$ cat src/rtl/tick_counter_pkg.sv
`timescale 1ns/1ps
package tick_counter_pkg;
    localparam int BYTE_W = 8;
    localparam int ADDR_W = 2;

    localparam logic [ADDR_W-1:0] ADR_LOW  = 2'd0;
    localparam logic [ADDR_W-1:0] ADR_HBUF = 2'd1;
    localparam logic [ADDR_W-1:0] ADR_CTRL = 2'd2;
    localparam logic [ADDR_W-1:0] ADR_INT  = 2'd3;

    // control byte, bit 7 down to bit 0
    typedef struct packed {
        logic       run;
        logic       wide;
        logic       pin_src;
        logic       fall;
        logic       bypass;
        logic [2:0] ratio;
    } ctrl_t;
endpackage

$ cat src/rtl/tick_edge_sync.sv
`timescale 1ns/1ps
module tick_edge_sync #(
    parameter int STAGES = 2
) (
    input  logic clk,
    input  logic rst_n,
    input  logic pin_i,
    input  logic fall_i,
    output logic edge_o
);
    // STAGES synchronizer flops plus one history flop
    logic [STAGES:0] sh_d, sh_q;

    always_comb begin
        sh_d = {sh_q[STAGES-1:0], pin_i};
    end

    always_ff @(posedge clk or negedge rst_n) begin
        if (!rst_n) sh_q <= '0;
        else        sh_q <= sh_d;
    end

    assign edge_o = fall_i ? (sh_q[STAGES] & ~sh_q[STAGES-1])
                           : (sh_q[STAGES-1] & ~sh_q[STAGES]);

    // a detected edge is a single-cycle pulse unless the polarity flips
    assert_edge_pulse_R3: assert property (@(posedge clk) disable iff (!rst_n)
        edge_o |=> (!edge_o || (fall_i != $past(fall_i))));
endmodule

$ cat src/rtl/tick_prescale.sv
`timescale 1ns/1ps
module tick_prescale #(
    parameter int PRE_W = 8,
    parameter int SEL_W = 3
) (
    input  logic             clk,
    input  logic             rst_n,
    input  logic             ev_i,
    input  logic             clr_i,
    input  logic             bypass_i,
    input  logic [SEL_W-1:0] ratio_i,
    output logic             inc_o
);
    logic [PRE_W-1:0] pre_d, pre_q;
    logic [PRE_W-1:0] nxt, mask;

    always_comb begin
        nxt   = pre_q + 1'b1;
        mask  = PRE_W'((32'd1 << (32'(ratio_i) + 32'd1)) - 32'd1);
        pre_d = pre_q;
        inc_o = 1'b0;
        if (clr_i) begin
            pre_d = '0;
        end else if (ev_i) begin
            if (bypass_i) begin
                inc_o = 1'b1;
            end else begin
                pre_d = nxt;
                inc_o = ((nxt & mask) == '0);
            end
        end
    end

    always_ff @(posedge clk or negedge rst_n) begin
        if (!rst_n) pre_q <= '0;
        else        pre_q <= pre_d;
    end

    assert_pre_clear_R4: assert property (@(posedge clk) disable iff (!rst_n)
        clr_i |=> (pre_q == '0));
    assert_pre_hold_R4: assert property (@(posedge clk) disable iff (!rst_n)
        (!ev_i && !clr_i) |=> $stable(pre_q));
endmodule

$ cat src/rtl/tick_counter.sv
`timescale 1ns/1ps
module tick_counter
    import tick_counter_pkg::*;
#(
    parameter int PRE_W          = 8,
    parameter int SYNC_STAGES    = 2,
    parameter int INHIBIT_CYCLES = 2
) (
    input  logic              clk,
    input  logic              rst_n,
    input  logic              cyc_stb,
    input  logic              ext_pin,
    input  logic [ADDR_W-1:0] bus_addr,
    input  logic              bus_wr,
    input  logic              bus_rd,
    input  logic [BYTE_W-1:0] bus_wdata,
    output logic [BYTE_W-1:0] bus_rdata,
    output logic              irq
);
    localparam int CNT_W = 2 * BYTE_W;
    localparam int INH_W = $clog2(INHIBIT_CYCLES + 1);

    typedef struct packed {
        logic [CNT_W-1:0]  cnt;
        logic [BYTE_W-1:0] hbuf;
        ctrl_t             ctrl;
        logic              flag;
        logic              ien;
        logic [INH_W-1:0]  inh;
    } state_t;

    state_t st_d, st_q;

    logic pin_edge, ev, inc, low_wr, wrap;
    logic [CNT_W-1:0] cnt_inc;

    tick_edge_sync #(.STAGES(SYNC_STAGES)) i_sync (
        .clk    (clk),
        .rst_n  (rst_n),
        .pin_i  (ext_pin),
        .fall_i (st_q.ctrl.fall),
        .edge_o (pin_edge)
    );

    assign low_wr = bus_wr && (bus_addr == ADR_LOW);
    assign ev     = st_q.ctrl.run && (st_q.inh == '0)
                    && (st_q.ctrl.pin_src ? pin_edge : cyc_stb);

    tick_prescale #(.PRE_W(PRE_W), .SEL_W(3)) i_pre (
        .clk      (clk),
        .rst_n    (rst_n),
        .ev_i     (ev),
        .clr_i    (low_wr),
        .bypass_i (st_q.ctrl.bypass),
        .ratio_i  (st_q.ctrl.ratio),
        .inc_o    (inc)
    );

    always_comb begin
        st_d = st_q;

        cnt_inc = st_q.ctrl.wide ? st_q.cnt + 1'b1
                                 : {st_q.cnt[CNT_W-1:BYTE_W], st_q.cnt[BYTE_W-1:0] + 1'b1};
        wrap    = st_q.ctrl.wide ? (&st_q.cnt) : (&st_q.cnt[BYTE_W-1:0]);

        if (cyc_stb && (st_q.inh != '0)) st_d.inh = st_q.inh - 1'b1;

        if (inc) st_d.cnt = cnt_inc;

        if (bus_rd && (bus_addr == ADR_LOW)) st_d.hbuf = st_q.cnt[CNT_W-1:BYTE_W];

        if (bus_wr) begin
            unique case (bus_addr)
                ADR_LOW: begin
                    st_d.cnt = {(st_q.ctrl.wide ? st_q.hbuf : st_q.cnt[CNT_W-1:BYTE_W]), bus_wdata};
                    st_d.inh = INH_W'(INHIBIT_CYCLES);
                end
                ADR_HBUF: st_d.hbuf = bus_wdata;
                ADR_CTRL: st_d.ctrl = ctrl_t'(bus_wdata);
                ADR_INT: begin
                    st_d.flag = bus_wdata[0];
                    st_d.ien  = bus_wdata[1];
                end
                default: ;
            endcase
        end

        if (inc && wrap && !low_wr) st_d.flag = 1'b1;
    end

    always_ff @(posedge clk or negedge rst_n) begin
        if (!rst_n) st_q <= '0;
        else        st_q <= st_d;
    end

    always_comb begin
        bus_rdata = '0;
        if (bus_rd) begin
            unique case (bus_addr)
                ADR_LOW:  bus_rdata = st_q.cnt[BYTE_W-1:0];
                ADR_HBUF: bus_rdata = st_q.hbuf;
                ADR_CTRL: bus_rdata = st_q.ctrl;
                ADR_INT:  bus_rdata = {{(BYTE_W-2){1'b0}}, st_q.ien, st_q.flag};
                default:  bus_rdata = '0;
            endcase
        end
    end

    assign irq = st_q.flag & st_q.ien;

    assert_inhibit_hold_R5: assert property (@(posedge clk) disable iff (!rst_n)
        ((st_q.inh != '0) && !low_wr) |=> $stable(st_q.cnt));
    assert_stopped_hold_R6: assert property (@(posedge clk) disable iff (!rst_n)
        (!st_q.ctrl.run && !low_wr) |=> $stable(st_q.cnt));
    assert_wide_wrap_flag_R8: assert property (@(posedge clk) disable iff (!rst_n)
        (!low_wr && st_q.ctrl.wide && (&st_q.cnt)) |=> ((&st_q.cnt) || st_q.flag));
    assert_irq_gated_R9: assert property (@(posedge clk) disable iff (!rst_n)
        !st_q.ien |-> !irq);
    assert_capture_R10: assert property (@(posedge clk) disable iff (!rst_n)
        (bus_rd && (bus_addr == ADR_LOW)) |=> (st_q.hbuf == $past(st_q.cnt[CNT_W-1:BYTE_W])));
    assert_narrow_high_R7: assert property (@(posedge clk) disable iff (!rst_n)
        (!st_q.ctrl.wide && !low_wr) |=> $stable(st_q.cnt[CNT_W-1:BYTE_W]));
endmodule

$ cat config.mk
export PLATFORM = sky130hd
export DESIGN_NAME = tick_counter
export DESIGN_NICKNAME = d
export VERILOG_FILES = /design/src/rtl/tick_counter_pkg.sv /design/src/rtl/tick_edge_sync.sv /design/src/rtl/tick_prescale.sv /design/src/rtl/tick_counter.sv
export SDC_FILE = /design/constraint.sdc
export NUM_CORES = 1
export LEC_CHECK = 0
export ABC_AREA = 1
export CORE_MARGIN = 1
export CORE_UTILIZATION = 45
export CTS_CLUSTER_SIZE = 20
export DETAILED_ROUTE_END_ITERATION = 16
export PLACE_DENSITY_LB_ADDON = 0.1
export SLEW_MARGIN = 20
export SYNTH_ARGS = -nofsm -noshare
export SYNTH_HDL_FRONTEND = slang
export SYNTH_SLANG_ARGS = --single-unit
$ cat constraint.sdc
create_clock -name clk -period 3.4 [get_ports clk]
set_input_delay 0.68 -clock clk [delete_from_list [all_inputs] [get_ports clk]]
set_output_delay 0.68 -clock clk [all_outputs]
set_load 0.01 [all_outputs]
# Yosys cells after proc, flatten, opt, wreduce, memory -nomap -nowiden
# Cells that the tools add are included.
[word_totals]
reg_bits = 47
in_bits = 16
out_inout_bits = 9
wordCells = 76
[op_classes]
add_sub_neg = 6
n_eq_ne = 5
shifts = 1
muxes = 23
bitwise = 6
reduce_logical = 21
[ops]
columns = ["op", "count"]
rows = [
  ["2-to-1 mux 8 bit", 8],
  ["2-to-1 mux 16 bit", 3],
  ["2-to-1 mux 36 bit", 1],
  ["one-hot mux 8 bit (4 select lines)", 1],
  ["<< shifter 1 x 32 -> 8 bit, first input constant", 1],
  ["adder 16 x 1 -> 16 bit, second input constant", 1],
  ["adder 8 x 1 -> 8 bit, second input constant", 2],
  ["AND reduction 16 bit", 1],
  ["bitwise AND 8 bit", 1],
  ["zero test 8 bit", 1],
  ["AND reduction 2 bit", 4],
  ["AND reduction 8 bit", 1],
  ["nonzero test 2 bit", 4],
  ["subtractor 8 x 1 -> 8 bit, second input constant", 1],
  ["logical AND 1 bit", 7],
  ["2-to-1 mux 1 bit", 7],
  ["2-to-1 mux 2 bit", 3],
  ["adder 3 x 1 -> 4 bit, second input constant", 1],
  ["== test 2 bit, second input constant", 2],
  ["zero test 2 bit", 2],
  ["bitwise AND 1 bit", 3],
  ["!= test 3 bit, second input constant", 1],
  ["== test 2 x 1 -> 1 bit, second input constant", 1],
  ["!= test 2 x 1 -> 1 bit, second input constant", 1],
  ["other kinds (3)", 4],
]

# Depth between registers and ports, before layout
[depth]
depth_word = 12
ltp_mapped = 19
mapped_depth_nobuf = 17

# Cells and area by module
# From an unflattened synthesis, not the netlist that was laid out.
[hier_totals]
hier_cells = 419
hier_area_um2 = 3045.4
[modules_own_cells]
columns = ["mod", "instances", "cells_each", "area_each_um2"]
rows = [
  ["tick_counter", 1, 308, 2304.7],
  ["tick_prescale", 1, 102, 640.6],
  ["tick_edge_sync", 1, 9, 100.1],
]

# Worst setup path after synthesis
# OpenSTA, ideal clock, no wires.
[synth_timing]
path_kind = "input -> output"
startpoint = "input port bus_addr[1]"
endpoint = "output port bus_rdata[3]"
arrival_time_ps = 1509
slack_ps = 1211
stages = 4
cell_sequence = "nor2_1 > clkbuf_1 > a221oi_1 > a211oi_1"
[synth_between]
elab_chain_len = 3
word_cells_on_any_way = 6
[synth_lines]
columns = ["element", "line_no", "source"]
rows = [
  ["start: declaration", "tick_counter.sv:13", "input logic [ADDR_W-1:0] bus_addr,"],
  ["== test 2 bit (tied with other cells)", "tick_counter.sv:99", "unique case (bus_addr)"],
  ["one-hot mux 8 bit (4 select lines) (*)", "tick_counter.sv:99", ""],
  ["2-to-1 mux 8 bit (*)", "tick_counter.sv:98", "if (bus_rd) begin"],
  ["end: declaration", "tick_counter.sv:17", "output logic [BYTE_W-1:0] bus_rdata,"],
]
# Every way passes the cells marked *; elsewhere a longest branch is shown, timed or not.

# Final worst setup path
[layout_timing]
startpoint = "input port bus_addr[0]"
endpoint = "output port bus_rdata[6]"
# The elaborated chain is that of the path after synthesis.

==> impl_metrics.toml <==
[timing]
timing.final.crit_period_ns = 3.23
setup_ws_ns = 0.173
finalSetupViolations = 0
clock.fmax_ghz = 0.310
relSlewSlack = 0.650
hold_violations = 0
worst_slew_pin_slew_ns = 0.525
final.period_utilization = 0.949
rsz0062_at_grt = "false"
clock_skew_ns = 0.00680
slew_violations = 0
fin_setup_tns_ns = 0

[final_layout]
final_area_um2 = 3380
n_antenna_cell = 0
final_util = 0.535
fin_cells = 525
area_growth_pct = 14.9
nets = 468
layout-drive-gt1-share = 0.0603

[clock_network]
ctsHoldBuffers = 0
htreeDepth = 2
cts_root_buffer = "clkbuf_8"
cts_sinks = 47
cts_tree = "done"
cts_buffer_depth = 2
numCtsBuffers = 5
ctsResizeCount = 0
clk_pin_slew_ns = 0.09
insertion_delay_ns = 0.30
postCtsSetupBuffers = 0

[floorplan]
boundaryPins = 25
die_w_um = 82.8
core_area_um2 = 6310
initial_core_util = 0.466
die_area_um2 = 6860
die_y_um = 82.8
rows = 29

[worst_setup_path]
cp_max_fo = 8
arrival_ns = 2.55
rr_worst_depth = 13
rrSetupSlack_ns = 0.97
path_delay_family = "buffers and inverters"
cp.required_ns = 2.72
path_depth = 6
crit_path_start_kind = "input port"
worst_path_max_delay_cell = "clkdlybuf4s50_1"
critPathKind = "in -> out"
path_cells = "clkdlybuf4s50_1 -> nor2_1 -> buf_4 -> a221oi_1 -> a211oi_1 -> clkdlybuf4s50_1"
r2r-start = "st_q[5]$_DFFE_PN0P_"
cpMostUsedCell = "clkdlybuf4s50_1"
slowest_delay_ns = 0.57
crit_buf_inv = 3
timing.rr.end = "st_q[25]$_DFF_PN0_"
startpoint = "bus_addr[0]"
crit_path_end_kind = "output pin"

[pwr]
leakagePower_nw = 1.63
intPower_mw = 1.05
switching_share = 0.383
clockPowerShare = 0.205
power_frac_comb = 0.306
power_frac_seq = 0.489
p_sw_uw = 653
ir_drop_mv = 0.302
power_density_nw_per_um2 = 505

[yosys]
seq_area_frac_synth = 0.400
ys.flop_type = "dfrtp_1"
syn_inst = 419
syn_area_per_cell_um2 = 7.01
syn_nets = 439
synth-edff-count = 0
ys_async_sr_fraction = 1.00
netlist_area_um2 = 2940
synth.largest_area_cell = "dfrtp_1"
netlist_top_cells_area = "dfrtp_1 (40%), nand2_1 (14%), inv_1 (7.2%), o21ai_0 (6.8%), nand3_1 (5.1%)"
ys_types = 31
ys_warn_count = 0
yosysTopAreaCellShare = 0.400
ys_ff_latch = 47

[route]
drc = 0
vias_per_cell = 5.38
totalWireLength_um = 7850
num_vias = 2825
drtIter0Drc = 233
ant_nets = 0
avgRoutedWirePerCell_um = 15.0
drt_pass1_iterations = 5

[placed_design]
dp.cells = 518
port_buffers = 24
place_area_um2 = 3290
dp_hpwl_um = 6010
dp_slack_ns = 0.200
routabilityCongestion = 0.877

[grt]
grt_use_total = 0.242
overflow = 0
grt_antenna_before_repair = 0
grt_max_degree = 22
grt_pass1_vias = 2666
grt_pass1_wl_um = 13200

[run_status]
run_status = "complete, no violations"

[job]
cap_violations = 0

[hold_path]
hp-class = "in -> async"
-- registers in the layout (all words and copies together), names as in the netlist --
name and flops:
i_sync.sh_q 3, i_pre.pre_q 8, st_q 36
-- cell type report --
type / instances / area, um^2
clock inverter: 1 / 5.00
multi-input combinational: 305 / 1500
inverter: 56 / 210
clock buffer: 6 / 82.6
sequential: 47 / 1180
tap: 77 / 96.3
timing repair buffer: 33 / 303
fill: 644 / 2940
-- cells by family after synthesis --
| family | count (synthesis) | synth area share |
|---|---|---|
| xor gates and xnor gates | 5 | 0.0149 |
| and+or+nand+nor | 213 | 0.315 |
| buffers and inverters | 67 | 0.0885 |
| DFF | 47 | 0.400 |
| AOI/OAI and AO/OA | 81 | 0.159 |
| other | 1 | 0.00128 |
| muxes | 1 | 0.00341 |
| adders and majority gates | 4 | 0.0170 |
-- worst reg2reg max path, cell delays in order, from the launching register on --
cell and delay [ns]:
dfrtp_1 0.49, nor2_1 0.18, nand2_1 0.08, ha_1 0.23
inv_1 0.10, nand2_1 0.06, nand3_1 0.06, o21ai_1 0.06
nor2_1 0.11, nand2_2 0.09, a21oi_1 0.25, nand2_1 0.29
o21ai_0 0.24, a21oi_1 0.09
-- metrics by stage --
step                hold WS (ns)  total power [mW]
finish                     0.339              1.70
CTS                        0.356              1.72
global placement           0.333              1.35
global route               0.361              1.84
floorplan                  0.331              1.17
detailed placement         0.336              1.36
-- per-layer routing --
layer / routed length (um) / global-route usage
met5: 0 / 0
met4: 87 / 0.0784
met3: 345 / 0.0417
met2: 3540 / 0.382
met1: 3880 / 0.339
-- cell usage after synthesis (all sizes together), types with 6 or more instances --
library cell / count
a221oi: 6
o21ai: 41
nand3: 30
nand2: 116
o22ai: 11
nor2: 44
inv: 56
clkbuf: 10
nand4: 11
nor3: 6
dfrtp: 47
a21oi: 12
-- how the worst max path moves through the flow --
| stage | to |
|---|---|
| detailed placement | bus_rdata[6] |
| global route | bus_rdata[2] |
| CTS | bus_rdata[6] |
| floorplan | bus_rdata[3] |
| global placement | bus_rdata[6] |
| finish | bus_rdata[6] |
-- power by group through the flow --
stage	clock, mW	sequential [mW]	combinational, mW
after floorplan	0	0.780	0.390
after global routing	0.383	0.851	0.603
after CTS	0.361	0.830	0.526
final	0.349	0.832	0.522
after detailed placement	0	0.841	0.523
after global placement	0	0.840	0.513
-- cell usage in the layout (no fill, tap or decap) --
cell / instances
nand2_1: 112
inv_1: 56
dfrtp_1: 47
o21ai_0: 40
nor2_1: 39
nand3_1: 30
clkdlybuf4s50_1: 23
a21oi_1: 12
nand4_1: 11
o22ai_1: 11
buf_4: 9
nor3_1: 6
a221oi_1: 6
clkbuf_8: 6
nor2_2: 4
o211ai_1: 4
a211oi_1: 4
ha_1: 4
xor2_1: 3
nor4_1: 3
nand2_2: 2
nand2_4: 2
xnor2_1: 2
nand3b_1: 2
o21bai_1: 2
o21ai_1: 1
or2_2: 1
nor2_4: 1
a31oi_1: 1
mux2i_1: 1
conb_1: 1
clkinv_2: 1
buf_2: 1
Note: power is estimated with default switching activity, not from simulation.
